## src/rtl/chroma_deser_pkg.sv

```systemverilog
package chroma_deser_pkg;

  localparam int DEF_DW  = 8;
  localparam int DEF_GRP = 4;

  // A coding change is needed only when the two sides disagree.
  function automatic logic flip_needed(input logic in_twos, input logic out_twos);
    return in_twos ^ out_twos;
  endfunction

endpackage

```

## src/rtl/cd_phase_ctr.sv

```systemverilog
module cd_phase_ctr #(
  parameter int GRP = 4
) (
  input  logic clk,
  input  logic rst_n,
  input  logic line_start_i,
  output logic grp_done_o
);
  localparam int PW = $clog2(GRP);
  localparam logic [PW-1:0] LAST = PW'(GRP - 1);

  logic [PW-1:0] phase_q;
  logic [PW-1:0] cur_idx;
  logic          armed_q;

  // The line-start sample is sample 0, whatever the running count says.
  always_comb begin
    cur_idx    = line_start_i ? '0 : phase_q;
    grp_done_o = (armed_q | line_start_i) && (cur_idx == LAST);
  end

  always_ff @(posedge clk) begin
    if (!rst_n) begin
      phase_q <= '0;
      armed_q <= 1'b0;
    end else begin
      if (line_start_i) armed_q <= 1'b1;
      phase_q <= (cur_idx == LAST) ? '0 : cur_idx + 1'b1;
    end
  end

endmodule

```

## src/rtl/cd_gather.sv

```systemverilog
module cd_gather #(
  parameter int DW  = 8,
  parameter int GRP = 4
) (
  input  logic                     clk,
  input  logic                     rst_n,
  input  logic [DW-1:0]            luma_i,
  input  logic [2*(DW/GRP)-1:0]    chroma_i,
  output logic [GRP-1:0][DW-1:0]   grp_luma_o,
  output logic [DW-1:0]            u_full_o,
  output logic [DW-1:0]            v_full_o
);
  localparam int SL  = DW / GRP;
  localparam int CBW = 2 * SL;
  localparam int AW  = DW - SL;

  // Append the newest slice below the bits already gathered.
  function automatic logic [DW-1:0] push_slice(input logic [AW-1:0] acc,
                                               input logic [SL-1:0] s);
    return {acc, s};
  endfunction

  logic [AW-1:0]            u_acc_q, v_acc_q;
  logic [GRP-2:0][DW-1:0]   hist_q;

  always_comb begin
    u_full_o = push_slice(u_acc_q, chroma_i[CBW-1:SL]);
    v_full_o = push_slice(v_acc_q, chroma_i[SL-1:0]);
  end

  always_ff @(posedge clk) begin
    if (!rst_n) begin
      u_acc_q <= '0;
      v_acc_q <= '0;
    end else begin
      u_acc_q <= u_full_o[AW-1:0];
      v_acc_q <= v_full_o[AW-1:0];
    end
  end

  // Luma history: entry 0 is the oldest sample of the group.
  for (genvar k = 0; k < GRP - 1; k++) begin : g_hist
    always_ff @(posedge clk) begin
      if (!rst_n) hist_q[k] <= '0;
      else if (k == GRP - 2) hist_q[k] <= luma_i;
      else hist_q[k] <= hist_q[k+1];
    end
    assign grp_luma_o[k] = hist_q[k];
  end
  assign grp_luma_o[GRP-1] = luma_i;

endmodule

```

## src/rtl/cd_out_bank.sv

```systemverilog
module cd_out_bank #(
  parameter int DW  = 8,
  parameter int GRP = 4
) (
  input  logic                   clk,
  input  logic                   rst_n,
  input  logic                   load_i,
  input  logic [GRP-1:0][DW-1:0] grp_luma_i,
  input  logic [DW-1:0]          u_i,
  input  logic [DW-1:0]          v_i,
  input  logic                   in_twos_i,
  input  logic                   out_twos_i,
  output logic [DW-1:0]          luma_o,
  output logic [DW-1:0]          u_o,
  output logic [DW-1:0]          v_o,
  output logic                   valid_o
);
  import chroma_deser_pkg::*;

  localparam int PW = $clog2(GRP);
  localparam int CW = $clog2(GRP + 1);

  // Offset binary and two's complement differ only in the sign bit.
  function automatic logic [DW-1:0] fmt_fix(input logic [DW-1:0] c, input logic flip);
    return c ^ {flip, {(DW-1){1'b0}}};
  endfunction

  logic [GRP-1:0][DW-1:0] bank_q;
  logic [DW-1:0]          u_q, v_q;
  logic [PW-1:0]          idx_q;
  logic [CW-1:0]          left_q;
  logic                   flip;

  assign flip = flip_needed(in_twos_i, out_twos_i);

  always_ff @(posedge clk) begin
    if (!rst_n) begin
      bank_q <= '0;
      u_q    <= '0;
      v_q    <= '0;
      idx_q  <= '0;
      left_q <= '0;
    end else if (load_i) begin
      bank_q <= grp_luma_i;
      u_q    <= fmt_fix(u_i, flip);
      v_q    <= fmt_fix(v_i, flip);
      idx_q  <= '0;
      left_q <= CW'(GRP);
    end else if (left_q != '0) begin
      left_q <= left_q - 1'b1;
      idx_q  <= idx_q + 1'b1;
    end
  end

  always_comb begin
    luma_o  = bank_q[idx_q];
    u_o     = u_q;
    v_o     = v_q;
    valid_o = (left_q != '0);
  end

endmodule

```

## src/rtl/chroma_deser.sv

```systemverilog
module chroma_deser #(
  parameter int DW  = chroma_deser_pkg::DEF_DW,
  parameter int GRP = chroma_deser_pkg::DEF_GRP
) (
  input  logic                    clk,
  input  logic                    rst_n,
  input  logic                    line_start_i,
  input  logic [DW-1:0]           luma_i,
  input  logic [2*(DW/GRP)-1:0]   chroma_i,
  input  logic                    in_twos_i,
  input  logic                    out_twos_i,
  output logic [DW-1:0]           luma_o,
  output logic [DW-1:0]           u_o,
  output logic [DW-1:0]           v_o,
  output logic                    valid_o
);
  logic                   grp_done;
  logic [GRP-1:0][DW-1:0] grp_luma;
  logic [DW-1:0]          u_full, v_full;

  cd_phase_ctr #(.GRP(GRP)) u_phase (
    .clk          (clk),
    .rst_n        (rst_n),
    .line_start_i (line_start_i),
    .grp_done_o   (grp_done)
  );

  cd_gather #(.DW(DW), .GRP(GRP)) u_gather (
    .clk        (clk),
    .rst_n      (rst_n),
    .luma_i     (luma_i),
    .chroma_i   (chroma_i),
    .grp_luma_o (grp_luma),
    .u_full_o   (u_full),
    .v_full_o   (v_full)
  );

  cd_out_bank #(.DW(DW), .GRP(GRP)) u_bank (
    .clk        (clk),
    .rst_n      (rst_n),
    .load_i     (grp_done),
    .grp_luma_i (grp_luma),
    .u_i        (u_full),
    .v_i        (v_full),
    .in_twos_i  (in_twos_i),
    .out_twos_i (out_twos_i),
    .luma_o     (luma_o),
    .u_o        (u_o),
    .v_o        (v_o),
    .valid_o    (valid_o)
  );

endmodule

```

## config.mk

```make
export PLATFORM = sky130hd
export DESIGN_NAME = chroma_deser
export DESIGN_NICKNAME = d
export VERILOG_FILES = /design/src/rtl/chroma_deser_pkg.sv /design/src/rtl/cd_phase_ctr.sv /design/src/rtl/cd_gather.sv /design/src/rtl/cd_out_bank.sv /design/src/rtl/chroma_deser.sv
export SDC_FILE = /design/constraint.sdc
export NUM_CORES = 1
export LEC_CHECK = 0
export ABC_AREA = 1
export ABC_CLOCK_PERIOD_IN_PS = 1980
export BUFFER_PORTS_ARGS = -buffer_cell sky130_fd_sc_hd__buf_2
export CAP_MARGIN = 40
export CORE_MARGIN = 2
export CORE_UTILIZATION = 42
export CTS_CLUSTER_DIAMETER = 80
export DETAILED_ROUTE_END_ITERATION = 6
export HOLD_SLACK_MARGIN = 0.1
export MAX_ROUTING_LAYER = met4
export PLACE_DENSITY = 0.64
export REMOVE_ABC_BUFFERS = 1
export SLEW_MARGIN = 20
export SYNTH_ARGS = -nofsm -noshare
export SYNTH_HDL_FRONTEND = slang
export SYNTH_SLANG_ARGS = --single-unit
```

## constraint.sdc

```tcl
create_clock -name clk -period 1.98 [get_ports clk]
set_input_delay 0.297 -clock clk [delete_from_list [all_inputs] [get_ports clk]]
set_output_delay 0.297 -clock clk [all_outputs]
set_load 0.05 [all_outputs]
```

; Word level (Yosys, flattened, before mapping)
; Index checks and enable logic that the tools add are counted.
[op_classes]
addsub = 3
n_lt_le_gt_ge = 1
n_eq_ne = 1
muxes = 5
bitwise = 5
n_reduce_logical = 5
[op_table]
columns = op, count
row1 = 8-bit binary-select mux with 2-bit select, 1
row2 = 8-bit XOR, 2
row3 = 8-bit two-way mux, 1
row4 = 3-bit two-way mux, 2
row5 = "2-bit by 1-bit adder with 2-bit output, second input constant", 2
row6 = 2-bit OR reduction, 2
row7 = "2-bit by 3-bit < comparator with 1-bit output, second input constant", 1
row8 = 3-bit nonzero test, 1
row9 = "3-bit by 1-bit subtractor with 3-bit output, second input constant", 1
row10 = "2-bit == test, second input constant", 1
row11 = 2-bit two-way mux, 1
row12 = 2-bit nonzero test, 1
row13 = 1-bit logical AND, 1
row14 = 1-bit inverter, 1
row15 = 1-bit bitwise OR, 1
row16 = 1-bit XOR, 1
[totals]
reg_bits = 92
input_bits = 17
word_cells = 36

; Depth between registers and ports, before layout
[logic_depth]
depth_word = 4
mapped_depth = 8
ltp_nobuf = 8

; Modules after synthesis
; A second synthesis with hierarchy kept.
[unflattened]
cells_unflattened = 440
area_unflattened_um2 = 3417.0
[by_module_without_submodules]
columns = module, n_inst, cells_each, area_each_um2
row1 = cd_out_bank, 1, 299, 2168.3
row2 = cd_gather, 1, 124, 1122.3
row3 = cd_phase_ctr, 1, 17, 126.4

; Worst setup path after synthesis
; No wires, ideal clock.
[synth_timing]
path_kind = register to output
startpoint = register u_bank.idx_q[0]
endpoint = output luma_o[4]
t_arrival_ns = 1.853
path_slack_ns = -0.170
path_stages_with_launch = 5
path_buffers = 2
path_cell_list = dfxtp_1 buf_2 clkbuf_1 nor2_1 o21ai_0
[synth_between]
elab_chain_cells = 2
[synth_lines]
columns = item, line
row1 = "start, declared", cd_out_bank.sv:30  ; logic [PW-1:0] idx_q;
row2 = "start signal, assigned", cd_out_bank.sv:51  ; idx_q <= idx_q + 1'b1;
row3 = 8-bit binary-select mux with 2-bit select, cd_out_bank.sv:56  ; luma_o = bank_q[idx_q];
row4 = 8-bit two-way mux (not written as such), cd_out_bank.sv:56
row5 = "end, declared", chroma_deser.sv:12  ; output logic [DW-1:0] luma_o,
; No other way between the ends. The select of a mux whose other input is x is not followed.

; Worst setup path after layout
[layout_timing]
startpoint = register u_bank.left_q[0]
endpoint = output valid_o
[layout_between]
elab_chain_cells = 1
[layout_lines]
columns = item, line
row1 = "start, declared", cd_out_bank.sv:31  ; logic [CW-1:0] left_q;
row2 = "start signal, assigned", cd_out_bank.sv:48  ; left_q <= CW'(GRP);
row3 = "start signal, assigned", cd_out_bank.sv:50  ; left_q <= left_q - 1'b1;
row4 = 3-bit nonzero test, cd_out_bank.sv:59  ; valid_o = (left_q != '0);
row5 = "end, declared", chroma_deser.sv:15  ; output logic valid_o
; No other way between the ends.

==> metrics.md <==
| Metric | Value |
|---|---|
| Status | finished clean |
| Ys Warns | 0 |
| Crit path buffers/inverters | 3 |
| # hold bufs at CTS | 0 |
| Synth Area per Inst | 8.26 µm² |
| Port Buffers | 41 |
| Routed length per placed instance | 11.3 µm |
| Syn Inst Count | between 300 and 400 |
| Detailed Route WL | 6020 µm |
| Rel. slew slack | 77.1% |
| Residual DRC | 0 |
| Fin nets | ~450 |
| Synthesized area | 3170 µm² |
| Top post-synthesis cells by area | dfxtp_1 58%, inv_1 8.1%, nand2_1 6.5%, a21oi_1 6.5%, nor2_1 5.8% |
| Worst Skew | ~0.0095 ns |
| CTS Buf Count | 9 |
| Fin. max-slew vios | 0 |
| Die footprint | 8260 µm² |
| Via count | between 2000 and 2500 |
| Distinct cells, synth | 19 |
| Final core occ | 51.3% |
| Total power | around 0.0043 W |
| IR drop worst, VDD | 586 µV |
| Initial antenna violation count | 0 |
| DR iter-0 viols | 105 |
| Part of the power in registers | a little under half |
| Clk_lat worst skew | 0.34 ns |
| CP Launch Type | register |
| RSZ-0062 raised after global routing | no |
| Vias in the first global route | 2231 |
| #FFs+latches synth | between 90 and 100 |
| Starting Density | 43.5% |
| Leakage | approximately 1.9 nW |
| Multi-input gate area | about 960 µm² |
| Slowest CP cell | dfxtp_1 |
| Area grow syn2layout | 18.0% |
| Switching Power | about 0.0014 W |
| PD cells | 1160 nW/µm² |
| Fill cells | 752 |
| GRT Residual Overflow | 0 |
| Most frequent cells in the layout | 92 x dfxtp_1, 68 x inv_1, 55 x nand2_1 |
| Crit share post-route | ~93% |
| Tmin final | 1.84 ns |
| Io pins | 42 |
| Final setup margin | 0.140 ns |
| HP Class | in -> reg |
| Clk sinks | 92 |
| Crit path max-delay family | adder cells |
| Post-DP HPWL | around 4000 µm |
| Largest fanout on the critical path | 6 |
| Yosys top cell by area | dfxtp_1 |
| Comb power frac | 22.7% |
| Final setup TNS | 0 ns |
| Final setup viols | 0 |
| Clock Power Share | approximately 32% |
| FF+latch area | 1840 µm² |
| WS Path Type | reg -> out |
| Max stage delay on crit path | between 0.3 and 0.4 ns |
| Sequential fraction of the synthesis area | 58.1% |
| Share of cells above drive strength 1 | roughly 17% |
| H-tree lvl count | 3 |
| Via/cell ratio | 4.60 |
| Placeable Area | 7290 µm² |
| CP Capture Type | output port |
| Critical Path RT | roughly 1.7 ns |
| Vert. Die Dim | 90.9 µm |
| CTS clk-pin slew, worst paths | 0.08 ns |
| Root buffer cell | clkbuf_8 |
| Final Hold Vio Count | 0 |
| Clk buf depth | 2 |
| Critical-path cell list | inv_1 -> ha_1 -> ha_1 -> inv_1 -> buf_4 |
| Detailed Routing Iterations Pass 1 | 4 |
| Critical path arrival | 1.54 ns |
| Die width | ~91 µm |
| Worst-Margin Slew | 0.343 ns |
| CTS tree | done |
| Area share of the largest cell type after synthesis | 58.1% |
| Cell-internal power | 0.00294 W |
| Max Fclk | 543 MHz |
| Setup Buffers After CTS | 0 |
| Antenna viol nets, final | 0 |
| Largest net degree at the start of global routing | 24 |
| Routability congestion estimate from global placement | between 0.7 and 0.8 |
| Rows | 31 |
| Pre-CTS WS | 0.270 ns |
| First-pass GRT wire length | roughly 10000 µm |
| Fin Hold WS | 0.147 ns |
| Max cap viols | 0 |
| Switching Share | 31.9% |
| Commonest non-fill, non-tap cell in the layout | dfxtp_1 |
| Ant diodes | 0 |
| Gr usage total | 16.0% |
[tightest hold or removal path, cell delays in order]
cell and delay [ns]:
buf_2 0.07, nand2_1 0.05, inv_1 0.04
[cell type report]
| cell class | count | share of cell area [%] |
|---|---|---|
| Clock buffer | 11 | 3.78 |
| Timing Repair Buffer | 54 | 8.56 |
| Multi-Input combinational cell | 203 | 25.8 |
| Clock inverter | 5 | 2.21 |
| Tap cell | 99 | 3.31 |
| Sequential cell | 92 | 49.2 |
| Inverter | 70 | 7.12 |
[metal layers]
metal  wire, µm  up-vias  GRT usage [%]
li1           -     1287              -
met1       3060     1123           20.6
met2       2690       45           24.1
met3        210        4           3.26
met4         56        0           7.58
met5          0        -              -
[state kept, by name, indices dropped and copies added, names as in the netlist]
signal / cells
u_bank.bank_q: 32
u_bank.idx_q: 2
u_bank.left_q: 3
u_bank.u_o: 8
u_bank.v_o: 8
u_gather.grp_luma_o: 24
u_gather.u_acc_q: 6
u_gather.v_acc_q: 6
u_phase.armed_q: 1
u_phase.phase_q: 2
[synthesized netlist by cell type]
| cell | number |
|---|---|
| nand2_1 | 55 |
| ha_1 | 4 |
| dfxtp_1 | 92 |
| o21ai_2 | 1 |
| a22oi_1 | 15 |
| nor3_1 | 1 |
| nand3_1 | 7 |
| nor2_1 | 49 |
| clkinv_1 | 1 |
| inv_2 | 1 |
| o21ai_0 | 27 |
| xor2_1 | 1 |
| a31oi_1 | 1 |
| clkbuf_1 | 5 |
| buf_2 | 12 |
| buf_6 | 2 |
| a21oi_1 | 41 |
| inv_1 | 68 |
| nor3b_1 | 1 |
[per-stage QoR]
step / instances / instance area, µm²
global placement: 518 / 3510
detailed placement: 518 / 3510
finish: 534 / 3740
floorplan: 365 / 3070
global route: 534 / 3740
CTS: 534 / 3730
[power groups by stage]
stage	clock network (W)	registers [W]	logic (W)
after floorplan	0	0.00203	0.000659
after global placement	0	0.00200	0.000960
after detailed placement	0	0.00200	0.000969
after CTS	0.00141	0.00196	0.000972
after global routing	0.00148	0.00197	0.00109
final	0.00138	0.00196	0.000981
[final timing paths]
check	from	to	slack, ns	depth (start not counted)
setup / recovery	u_bank.left_q[0]$_SDFFE_PP0P_	valid_o	0.14	5
hold / removal	chroma_i[0]	u_gather.v_acc_q[0]$_SDFF_PN0_	0.15	3
setup reg to reg	u_phase.phase_q[0]$_SDFF_PP0_	u_bank.v_o[7]$_SDFFE_PN0P_	0.42	10
hold reg to reg	u_gather.v_acc_q[2]$_SDFF_PN0_	u_gather.v_acc_q[4]$_SDFF_PN0_	0.43	2
[what timing repair did]
item	4_1_cts	5_1_grt
endpoints found under the setup margin	1	2
endpoints found under the hold margin	0	0
pin swaps	0	0
resized for setup	1	6
[logic make-up after synthesis]
| logic type | Yosys count | synth area share [%] |
|---|---|---|
| AOI/OAI and AO/OA | 85 | 14.8 |
| xor gates and xnor gates | 1 | 0.276 |
| adders and majority gates | 4 | 1.58 |
| buffers and inverters | 89 | 11.5 |
| DFF | 92 | 58.1 |
| and+or+nand+nor | 113 | 13.8 |
Note: power is estimated with default switching activity, not from simulation.
